**src/rtl/opnd_addr_pkg.sv**
```systemverilog
package opnd_addr_pkg;

  typedef enum logic [2:0] {
    MODE_IMM   = 3'd0,
    MODE_DIR   = 3'd1,
    MODE_RIND  = 3'd2,
    MODE_BASE  = 3'd3,
    MODE_PCREL = 3'd4
  } addr_mode_e;

  localparam logic [2:0] LAST_LEGAL_MODE = 3'd4;

  typedef enum logic [2:0] {
    ST_IDLE,
    ST_FETCH_EXT,
    ST_EXT_RDY,
    ST_READ_OPND,
    ST_DONE
  } seq_state_e;

  typedef enum logic [2:0] {
    RES_ZERO,
    RES_REG,
    RES_EXT,
    RES_BASE,
    RES_PCREL,
    RES_MEM
  } res_sel_e;

  typedef enum logic [1:0] {
    NP_ONE,
    NP_TWO,
    NP_JUMP
  } np_sel_e;

  typedef struct packed {
    logic     captureCtx;
    logic     loadRes;
    res_sel_e resSel;
    logic     loadNp;
    np_sel_e  npSel;
    logic     rdEn;
    logic     rdIndirect;
    logic     flagIllegal;
  } dp_strobe_t;

endpackage

```
**src/rtl/opnd_addr_ctrl.sv**
```systemverilog
module opnd_addr_ctrl
  import opnd_addr_pkg::*;
(
  input  logic       clk,
  input  logic       rstN,
  input  logic       start,
  input  logic [2:0] mode,
  output dp_strobe_t strobe,
  output logic       done
);

  seq_state_e state, stNext;
  addr_mode_e modeQ;
  logic       legal;

  assign legal = (mode <= LAST_LEGAL_MODE);

  always_comb begin
    strobe = '0;
    stNext = state;
    case (state)
      ST_IDLE: begin
        if (start) begin
          strobe.captureCtx = 1'b1;
          if (!legal) begin
            strobe.loadRes     = 1'b1;
            strobe.resSel      = RES_ZERO;
            strobe.loadNp      = 1'b1;
            strobe.npSel       = NP_ONE;
            strobe.flagIllegal = 1'b1;
            stNext             = ST_DONE;
          end else if (mode == MODE_RIND) begin
            strobe.loadRes = 1'b1;
            strobe.resSel  = RES_REG;
            strobe.loadNp  = 1'b1;
            strobe.npSel   = NP_ONE;
            stNext         = ST_DONE;
          end else begin
            stNext = ST_FETCH_EXT;
          end
        end
      end
      ST_FETCH_EXT: begin
        strobe.rdEn = 1'b1;
        stNext      = ST_EXT_RDY;
      end
      ST_EXT_RDY: begin
        stNext = ST_DONE;
        case (modeQ)
          MODE_DIR: begin
            strobe.rdEn       = 1'b1;
            strobe.rdIndirect = 1'b1;
            stNext            = ST_READ_OPND;
          end
          MODE_IMM: begin
            strobe.loadRes = 1'b1;
            strobe.resSel  = RES_EXT;
            strobe.loadNp  = 1'b1;
            strobe.npSel   = NP_TWO;
          end
          MODE_BASE: begin
            strobe.loadRes = 1'b1;
            strobe.resSel  = RES_BASE;
            strobe.loadNp  = 1'b1;
            strobe.npSel   = NP_TWO;
          end
          MODE_PCREL: begin
            strobe.loadRes = 1'b1;
            strobe.resSel  = RES_PCREL;
            strobe.loadNp  = 1'b1;
            strobe.npSel   = NP_JUMP;
          end
          default: ;
        endcase
      end
      ST_READ_OPND: begin
        strobe.loadRes = 1'b1;
        strobe.resSel  = RES_MEM;
        strobe.loadNp  = 1'b1;
        strobe.npSel   = NP_TWO;
        stNext         = ST_DONE;
      end
      ST_DONE: stNext = ST_IDLE;
      default: stNext = ST_IDLE;
    endcase
  end

  always_ff @(posedge clk or negedge rstN) begin
    if (!rstN) begin
      state <= ST_IDLE;
      modeQ <= MODE_IMM;
    end else begin
      state <= stNext;
      if (strobe.captureCtx && legal) modeQ <= addr_mode_e'(mode);
    end
  end

  assign done = (state == ST_DONE);

  AST_DONE_PULSE: assert property (@(posedge clk) disable iff (!rstN)
    done |=> !done);

  AST_ILLEGAL_NO_READ: assert property (@(posedge clk) disable iff (!rstN)
    (state == ST_IDLE && start && !legal) |=> (done && !strobe.rdEn));

  AST_RIND_SHORT: assert property (@(posedge clk) disable iff (!rstN)
    (state == ST_IDLE && start && mode == MODE_RIND) |=> (done && !strobe.rdEn));

  AST_READ_ONLY_BUSY: assert property (@(posedge clk) disable iff (!rstN)
    (state == ST_IDLE || state == ST_DONE) |-> !strobe.rdEn);

endmodule

```
**src/rtl/opnd_addr_dp.sv**
```systemverilog
module opnd_addr_dp
  import opnd_addr_pkg::*;
#(
  parameter int W = 16
) (
  input  logic         clk,
  input  logic         rstN,
  input  dp_strobe_t   strobe,
  input  logic [W-1:0] instrAddr,
  input  logic [W-1:0] regVal,
  input  logic         condJump,
  input  logic         carry,
  input  logic [W-1:0] memRdData,
  output logic         memRdEn,
  output logic [W-1:0] memAddr,
  output logic [W-1:0] result,
  output logic [W-1:0] nextPc,
  output logic         illegal
);

  logic [W-1:0] pcQ, regQ, resultQ, nextPcQ;
  logic         condQ, carryQ, illegalQ;
  logic [W-1:0] pcSrc, regSrc, pcPlus1, pcPlus2, target, baseEa;
  logic [W-1:0] resNext, npNext;

  assign pcSrc   = strobe.captureCtx ? instrAddr : pcQ;
  assign regSrc  = strobe.captureCtx ? regVal : regQ;
  assign pcPlus1 = pcSrc + W'(1);
  assign pcPlus2 = pcSrc + W'(2);
  assign target  = pcPlus2 + memRdData;
  assign baseEa  = regSrc + memRdData;

  always_comb begin
    case (strobe.resSel)
      RES_REG:   resNext = regSrc;
      RES_EXT:   resNext = memRdData;
      RES_BASE:  resNext = baseEa;
      RES_PCREL: resNext = target;
      RES_MEM:   resNext = memRdData;
      default:   resNext = '0;
    endcase
  end

  always_comb begin
    case (strobe.npSel)
      NP_ONE:  npNext = pcPlus1;
      NP_TWO:  npNext = pcPlus2;
      NP_JUMP: npNext = (condQ && !carryQ) ? pcPlus2 : target;
      default: npNext = pcPlus1;
    endcase
  end

  assign memRdEn = strobe.rdEn;
  assign memAddr = strobe.rdIndirect ? memRdData : pcPlus1;

  always_ff @(posedge clk or negedge rstN) begin
    if (!rstN) begin
      pcQ      <= '0;
      regQ     <= '0;
      condQ    <= 1'b0;
      carryQ   <= 1'b0;
      resultQ  <= '0;
      nextPcQ  <= '0;
      illegalQ <= 1'b0;
    end else begin
      if (strobe.captureCtx) begin
        pcQ    <= instrAddr;
        regQ   <= regVal;
        condQ  <= condJump;
        carryQ <= carry;
      end
      if (strobe.loadRes) begin
        resultQ  <= resNext;
        illegalQ <= strobe.flagIllegal;
      end
      if (strobe.loadNp) nextPcQ <= npNext;
    end
  end

  assign result  = resultQ;
  assign nextPc  = nextPcQ;
  assign illegal = illegalQ;

  AST_CTX_HOLD: assert property (@(posedge clk) disable iff (!rstN)
    !strobe.captureCtx |=> ($stable(pcQ) && $stable(regQ) && $stable(carryQ)));

  AST_NO_LOAD_WHILE_READ: assert property (@(posedge clk) disable iff (!rstN)
    (strobe.rdEn && !strobe.rdIndirect) |-> !strobe.loadRes);

endmodule

```
**src/rtl/opnd_addr_gen.sv**
```systemverilog
module opnd_addr_gen
  import opnd_addr_pkg::*;
#(
  parameter int W = 16
) (
  input  logic         clk,
  input  logic         rstN,
  input  logic         start,
  input  logic [2:0]   mode,
  input  logic         condJump,
  input  logic         carry,
  input  logic [W-1:0] instrAddr,
  input  logic [W-1:0] regVal,
  output logic         memRdEn,
  output logic [W-1:0] memAddr,
  input  logic [W-1:0] memRdData,
  output logic [W-1:0] result,
  output logic [W-1:0] nextPc,
  output logic         done,
  output logic         illegal
);

  dp_strobe_t strobe;

  opnd_addr_ctrl i_ctrl (
    .clk    (clk),
    .rstN   (rstN),
    .start  (start),
    .mode   (mode),
    .strobe (strobe),
    .done   (done)
  );

  opnd_addr_dp #(.W(W)) i_dp (
    .clk       (clk),
    .rstN      (rstN),
    .strobe    (strobe),
    .instrAddr (instrAddr),
    .regVal    (regVal),
    .condJump  (condJump),
    .carry     (carry),
    .memRdData (memRdData),
    .memRdEn   (memRdEn),
    .memAddr   (memAddr),
    .result    (result),
    .nextPc    (nextPc),
    .illegal   (illegal)
  );

  AST_DONE_LEGAL_FLAG: assert property (@(posedge clk) disable iff (!rstN)
    (done && illegal) |-> !memRdEn);

endmodule

```
**config.mk**
```make
export PLATFORM = sky130hd
export DESIGN_NAME = opnd_addr_gen
export DESIGN_NICKNAME = d
export VERILOG_FILES = /design/src/rtl/opnd_addr_pkg.sv /design/src/rtl/opnd_addr_ctrl.sv /design/src/rtl/opnd_addr_dp.sv /design/src/rtl/opnd_addr_gen.sv
export SDC_FILE = /design/constraint.sdc
export NUM_CORES = 1
export LEC_CHECK = 0
export CAP_MARGIN = 20
export CORE_ASPECT_RATIO = 0.6
export CORE_MARGIN = 1.5
export CORE_UTILIZATION = 30
export DETAILED_ROUTE_END_ITERATION = 7
export HOLD_SLACK_MARGIN = 0.05
export PLACE_DENSITY = 0.49
export REMOVE_ABC_BUFFERS = 1
export SYNTH_ARGS = -nofsm -noshare
export SYNTH_HDL_FRONTEND = slang
export SYNTH_SLANG_ARGS = --single-unit
```
**constraint.sdc**
```tcl
create_clock -name clk -period 4.1 [get_ports clk]
set_input_delay 0.82 -clock clk [delete_from_list [all_inputs] [get_ports clk]]
set_output_delay 0.82 -clock clk [all_outputs]
set_load 0.02 [all_outputs]
```
==> flow_metrics.tcl, run 1 <==
set metrics [dict create \
    period_minus_slack_ps 3990 \
    worstSetupPathType "in -> out" \
    path_max_fanout 6 \
    fin_setup_tns_ps 0 \
    clockBufferDepth 2 \
    cts_hold_buf 0 \
    timing.fmax_mhz 250 \
    pre_cts_slack_ps -541 \
    gr-total-overflow 0 \
    slew_headroom 0.515 \
    via_per_inst 5.14 \
    regArea_mm2 0.00183 \
    wl_met2_um 8950 \
    firstDrtPassIters 8 \
    yosysWarnings 0 \
    cts_tree "yes" \
    placementRows 39 \
    hold_viol 0 \
    met3_length_um 1970 \
    path_cells "clkdlybuf4s15_1 -> or4b_4 -> buf_4 -> mux2i_4 -> buf_4 -> nor2_1 -> xnor2_1 -> nand2_1 -> nand2_1 -> dlygate4sd2_1" \
    place_congestion 0.904 \
    die_y_um 112 \
    reg2reg_from "i_ctrl.state[1]" \
    timing.final.max_slew_violations 0 \
    cts_num_sinks 73 \
    dpl_cell_area_mm2 0.00840 \
    dieArea_mm2 0.0206 \
    tightest_slew_ps 727 \
    maxCapViolCount 0 \
    setup_viol 0 \
    arrival_ps 3170 \
    wl_um 23400 \
    netlist_instances 702 \
    startpoint_type "input pin" \
    drive_above_1_share 0.245 \
    crit_family "simple AND/OR/NAND/NOR gates" \
    dr.max_layer_used "met4" \
    synth-seq-area-share 0.309 \
    final_cell_area_mm2 0.00888 \
    power_density_mw_per_mm2 928 \
    synth.distinct_cells 69 \
    ioPinCount 107 \
    cpPeakStageDelay_ps 560 \
    cts_buffers 9 \
    reg2reg_to "i_dp.result[12]" \
    cp.depth 10 \
    synth_ff_type "dfrtp_1" \
    ys_ff_latch 73 \
    vdd_drop_max_mv 0.309 \
    hold_class "in -> async" \
    crit_buf_inv 4 \
    rsz0062_at_grt "true" \
    coreArea_mm2 0.0192 \
    drc_errors 0 \
    detailroute.via_count 6322 \
    synth-async-reset-ratio 1.00 \
    r2r_slack_ps 320 \
    clk_latency_ps 350 \
    first_global_vias 6141 \
    worst_slack_ps 105 \
    syn_area_mm2 0.00591 \
    routedWlPerCell_um 19.0 \
    start_util 0.308 \
    final_util 0.463 \
    clk_pin_slew_ps 60 \
    port_buffers 106 \
    required_ps 3280 \
    ant_nets 0 \
    finClkSkew_ps 6.08 \
    synth_enable_flop_cells 0 \
    p_leak_nw 4.10 \
    nNetsFinal 1049 \
    fin_crit_sh 0.974 \
    cts-root-buf "clkbuf_16" \
    antenna_found_initial 0 \
    grt_pass1_wl_um 36300 \
    grt_usage 0.233 \
    dp_hpwl_um 18200 \
    multi_input_area_mm2 0.00393 \
    dr.first_iter.drc_count 577 \
    r2r_cells 13 \
    antenna_cells 0 \
    die_x_um 184 \
    critPathCaptureType "output pin" \
    grt_max_degree 74 \
    nFillCells 1893 \
    outcome "finished clean" \
    cp_slowest_cell "or4b_4" \
    syn_to_final_growth_pct 50.3 \
    syn_area_per_cell_um2 8.41 \
    htree_levels 3 \
    m1WireLength_um 12300 \
]
## how the worst max path moves through the flow
| stage | startpoint | end |
|---|---|---|
| finish | start | memAddr[6] |
| global route | start | i_dp.nextPc[14] |
| CTS | start | i_dp.result[8] |
| detailed placement | start | i_dp.nextPc[13] |
| global placement | start | memAddr[9] |
| floorplan | start | memAddr[13] |
## kinds of logic (layout without fill, tap and decap cells)
group           count (synthesis)  count (layout)  share of synthesized area
mux                            26              26                     0.0477
compound gates                193             193                      0.235
xor+xnor                       50              50                     0.0765
buf+inv                        61             322                     0.0458
flops                          73              73                      0.309
simple gates                  264             264                      0.210
fa+ha+maj                      35              35                     0.0754
## synth_stat cells, types with 4 or more instances
library cell	instances	area, um^2
a31o_2	5	43.8
a21oi_1	47	235
or3_1	5	31.3
o21ai_0	32	160
nor2b_1	6	37.5
dfrtp_1	73	1830
nand2_1	133	499
clkbuf_1	22	82.6
a211oi_1	6	45.0
nor3_1	14	70.1
buf_6	4	45.0
a31oi_1	4	25.0
o22ai_1	9	56.3
nand4_1	7	43.8
o221ai_1	5	43.8
inv_1	28	105
o21ai_1	4	20.0
o211ai_1	7	52.6
mux2i_1	20	200
a21o_1	21	158
xnor2_1	37	324
mux2_2	4	45.0
o21a_1	7	52.6
a221oi_1	5	43.8
nor2_1	39	146
and2_1	6	37.5
xor2_1	12	105
and3_1	8	50.1
ha_1	34	425
nand2b_1	11	68.8
nand3_1	18	90.1
a222oi_1	15	150
## through the flow
stage / std cells / hold slack [ps] / power [mW]
global placement: 1207 / 468 / 7.08
CTS: 1224 / 482 / 8.07
detailed placement: 1207 / 468 / 7.12
finish: 1229 / 433 / 8.24
global route: 1229 / 462 / 8.83
floorplan: 670 / 463 / 4.35
## flip-flops by register name, indices dropped and copies added (netlist names)
signal,cells
i_dp.nextPc,16
i_dp.pcQ,16
i_dp.regQ,16
i_dp.result,16
i_ctrl.modeQ,3
i_ctrl.state,3
i_dp.carryQ,1
i_dp.condQ,1
i_dp.illegal,1
## where the power goes
part	internal, mW	total, mW	switching, mW	leakage, nW
logic	2.88	6.05	3.17	3.05
registers	1.06	1.31	0.254	0.889
clock network	0.533	0.882	0.348	0.155
total	4.47	8.24	3.77	4.10
## layout by cell type (no fill, tap or decap), types with 6 or more instances in the layout
cell	count
a21oi_1	45
nand2_1	133
dfrtp_1	73
nor2b_1	6
nand3_1	18
a222oi_1	15
o22ai_1	8
and3_1	8
nor3_1	12
nand4_1	7
clkdlybuf4s50_1	91
xor2_1	12
and2_1	6
inv_1	28
o211ai_1	7
o21ai_0	30
ha_1	34
a21o_1	21
buf_4	169
nand2b_1	11
clkbuf_16	10
mux2i_1	17
xnor2_1	34
dlygate4sd2_1	8
o21a_1	7
nor2_1	39
## area by class of cell
cell class              instances  area share
multi-input cells             568       0.442
repair buffers                277       0.266
flip-flops and latches         73       0.206
well taps                     266      0.0375
clock buffers                   9      0.0254
inverters                      29      0.0123
clock inverters                 7      0.0107
## metal layers
metal  up-vias  global-route usage
met1      2981               0.373
li1       3056                   -
met5         -                   0
met3        11              0.0527
met2       274               0.317
met4         0              0.0295
## timing repair
action / in CTS / in global routing
setup endpoints to repair: 33 / 24
cloned: 0 / 1
pin swaps: 2 / 3
setup buffers: 1 / 3
resized for setup: 28 / 16
endpoints found under the hold margin: 0 / 0
(Power assumes the default switching activity.)
==> run 2: changes to the inputs <==
Settings changed: SYNTH_HIERARCHICAL set to 1.
==> flow_metrics.tcl, run 2 <==
set metrics [dict create \
    outcome "complete, but fails checks" \
    violations "setup timing" \
    regArea_mm2 0.00183 \
    grt_max_degree 74 \
    coreArea_mm2 0.0191 \
    ys_top_cells_by_count "dfrtp_1, nand2_1, nor2_1, ha_1" \
    power_mw 8.81 \
    nNetsFinal 975 \
    netlist_instances 632 \
    yosysWarnings 6 \
    clk_pin_slew_ps 60 \
    p_switching_mw 3.95 \
    startpoint_type "input pin" \
    syn_to_final_growth_pct 60.1 \
    synth_ff_type "dfrtp_1" \
    path_max_fanout 4 \
    r2r_cells 18 \
    fin_crit_sh 1.07 \
    synth_enable_flop_cells 0 \
    first_global_vias 6019 \
    finClkSkew_ps 8.77 \
    synth.top_cell.area_share 0.311 \
    ant_nets 0 \
    wl_um 23000 \
    rsz0062_at_grt "true" \
    drc_errors 0 \
    hold_viol 0 \
    place_congestion 0.929 \
    via_per_inst 5.24 \
    gr-total-overflow 0 \
    maxCapViolCount 0 \
    port_buffers 106 \
    dieArea_mm2 0.0204 \
    combPwrFrac 0.753 \
    cts-root-buf "clkbuf_16" \
    final_cell_mix "buf_4, clkdlybuf4s50_1, dfrtp_1" \
    multi_input_area_mm2 0.00442 \
    dpl_cell_area_mm2 0.00821 \
    antenna_found_initial 0 \
    reg2reg_from "i_ctrl/state[0]" \
    synth-async-reset-ratio 1.00 \
    timing.final.max_slew_violations 0 \
    syn_area_mm2 0.00587 \
    cts_num_sinks 73 \
    synth_most_common_cell "dfrtp_1" \
    switching_share 0.448 \
    drive_above_1_share 0.362 \
    tightest_slew_ps 902 \
    hold_class "in -> async" \
    routedWlPerCell_um 20.0 \
    path_cells "buf_6 -> nor4b_4 -> buf_6 -> mux2i_4 -> inv_2 -> ha_4 -> and4b_1 -> or2_4 -> and3_4 -> xnor2_2 -> ha_1 -> a21o_1 -> nor4_4 -> o31ai_4 -> a221o_1 -> xor2_2 -> a221o_1 -> a21oi_2 -> o2bb2ai_1" \
    timing.fmax_mhz 229 \
    nFillCells 1747 \
    final_common_cell "buf_4" \
    die_y_um 111 \
    synth.distinct_cells 76 \
    grt_pass1_wl_um 34800 \
    arrival_ps 4580 \
    power_density_mw_per_mm2 938 \
    cts_buffers 9 \
    critPathLaunch "start" \
    worstSetupPathType "in -> reg" \
    dr.first_iter.drc_count 488 \
    ys_ff_latch 73 \
    final_cells 1150 \
    internal_power_mw 4.86 \
    final_cell_area_mm2 0.00940 \
    synth-seq-area-share 0.311 \
    setup_viol 11 \
    hold_ws_ps 351 \
    syn_area_per_cell_um2 9.29 \
    critPathCaptureType "flip-flop" \
    required_ps 4310 \
    vdd_drop_max_mv 0.349 \
    cpPeakStageDelay_ps 380 \
    yosys.area.top_type "dfrtp_1" \
    die_x_um 184 \
    clock_power_share 0.111 \
    dp.cells 1116 \
    cts_tree "yes" \
    power_frac_seq 0.136 \
    htree_levels 3 \
    clk_latency_ps 340 \
    detailroute.via_count 6030 \
    dp_hpwl_um 16800 \
    netlist_top_cells_area "dfrtp_1, ha_1, mux2_2, xnor2_1, nand2_1" \
    clockBufferDepth 2 \
    antenna_cells 0 \
    r2r_slack_ps -230 \
    cp_slowest_cell "a221o_1" \
    placementRows 39 \
    ioPinCount 107 \
    firstDrtPassIters 5 \
    start_util 0.308 \
    fin_setup_tns_ps -1360 \
    slew_headroom 0.399 \
    reg2reg_to "i_dp/result[12]" \
    crit_end "i_dp/result[12]" \
    grt_usage 0.223 \
    period_minus_slack_ps 4370 \
    worst_slack_ps -272 \
    p_leak_nw 4.10 \
]
-- run 2: cell types whose count changed after synthesis, moves of 12 or more --
| cell | previous run | this run |
|---|---|---|
| mux2_2 | 4 | 34 |
| o2bb2ai_1 | 1 | 13 |
| nand2_1 | 133 | 54 |
| a222oi_1 | 15 | 2 |
| a221oi_1 | 5 | 23 |
-- run 2: cell type report --
cell class                      instances  area share
Timing Repair Buffer                  266       0.250
Multi-Input combinational cell        504       0.471
Clock inverter                          4      0.0104
Inverter                               25     0.00999
Sequential cell                        73       0.194
Tap cell                              266      0.0354
Clock buffer                           12      0.0284
-- run 2: logic make-up (layout without fill, tap and decap cells) --
family,Yosys count,count (layout),share of synthesized area
and+or+nand+nor,173,173,0.155
DFF,73,73,0.311
adders and majority gates,40,40,0.0878
xor gates and xnor gates,52,52,0.0799
muxes,47,47,0.0895
AOI/OAI and AO/OA,192,192,0.236
buffers and inverters,55,307,0.0409
-- run 2: through the flow --
stage               utilization  worst slack (ps)
detailed placement        0.430             -1390
CTS                       0.472              -290
finish                    0.492              -272
global route              0.492              -393
global placement          0.430             -1220
floorplan                     -             -2360
-- run 2: power groups by stage --
stage | registers [mW] | logic (mW) | clock network (mW)
6_report | 1.20 | 6.64 | 0.978
5_1_grt | 1.23 | 7.07 | 1.03
4_1_cts | 1.19 | 6.03 | 1.00
3_5_place_dp | 1.20 | 5.51 | 0
3_3_place_gp | 1.18 | 5.42 | 0
2_1_floorplan | 1.28 | 2.95 | 0
-- run 2: worst min-delay path by stage --
stage	slack, ps	end	start
floorplan	490	i_dp/regQ[5]	i_dp/regQ[5]
global placement	460	i_dp/nextPc[0]	i_dp/nextPc[0]
detailed placement	470	i_dp/result[4]	i_dp/result[4]
CTS	500	i_dp/result[9]	i_dp/result[9]
global route	350	i_dp/result[1]	rstN
finish	350	i_dp/result[1]	rstN
-- run 2: repair_timing --
action / CTS / global route
endpoints found under the hold margin: 0 / 0
gates resized for setup: 74 / 73
gates cloned: 1 / 0
endpoints found under the setup margin: 42 / 33
setup buffers: 13 / 5
hold buffers: 0 / 0
pin swaps: 36 / 48
-- run 2: worst max-delay path, delay by kind of cell --
kind / cells / cell delay, ps
fa+ha+maj: 2 / 440
xor+xnor: 2 / 310
mux: 1 / 260
compound gates: 6 / 1310
buf+inv: 3 / 310
simple gates: 5 / 1130
-- run 2: per-layer routing --
layer,part of all wire,up-vias,GRT usage
li1,-,2839,-
met1,0.51,2933,0.347
met2,0.42,239,0.317
met3,0.063,19,0.0386
met4,0.012,0,0.0503
met5,0,-,0
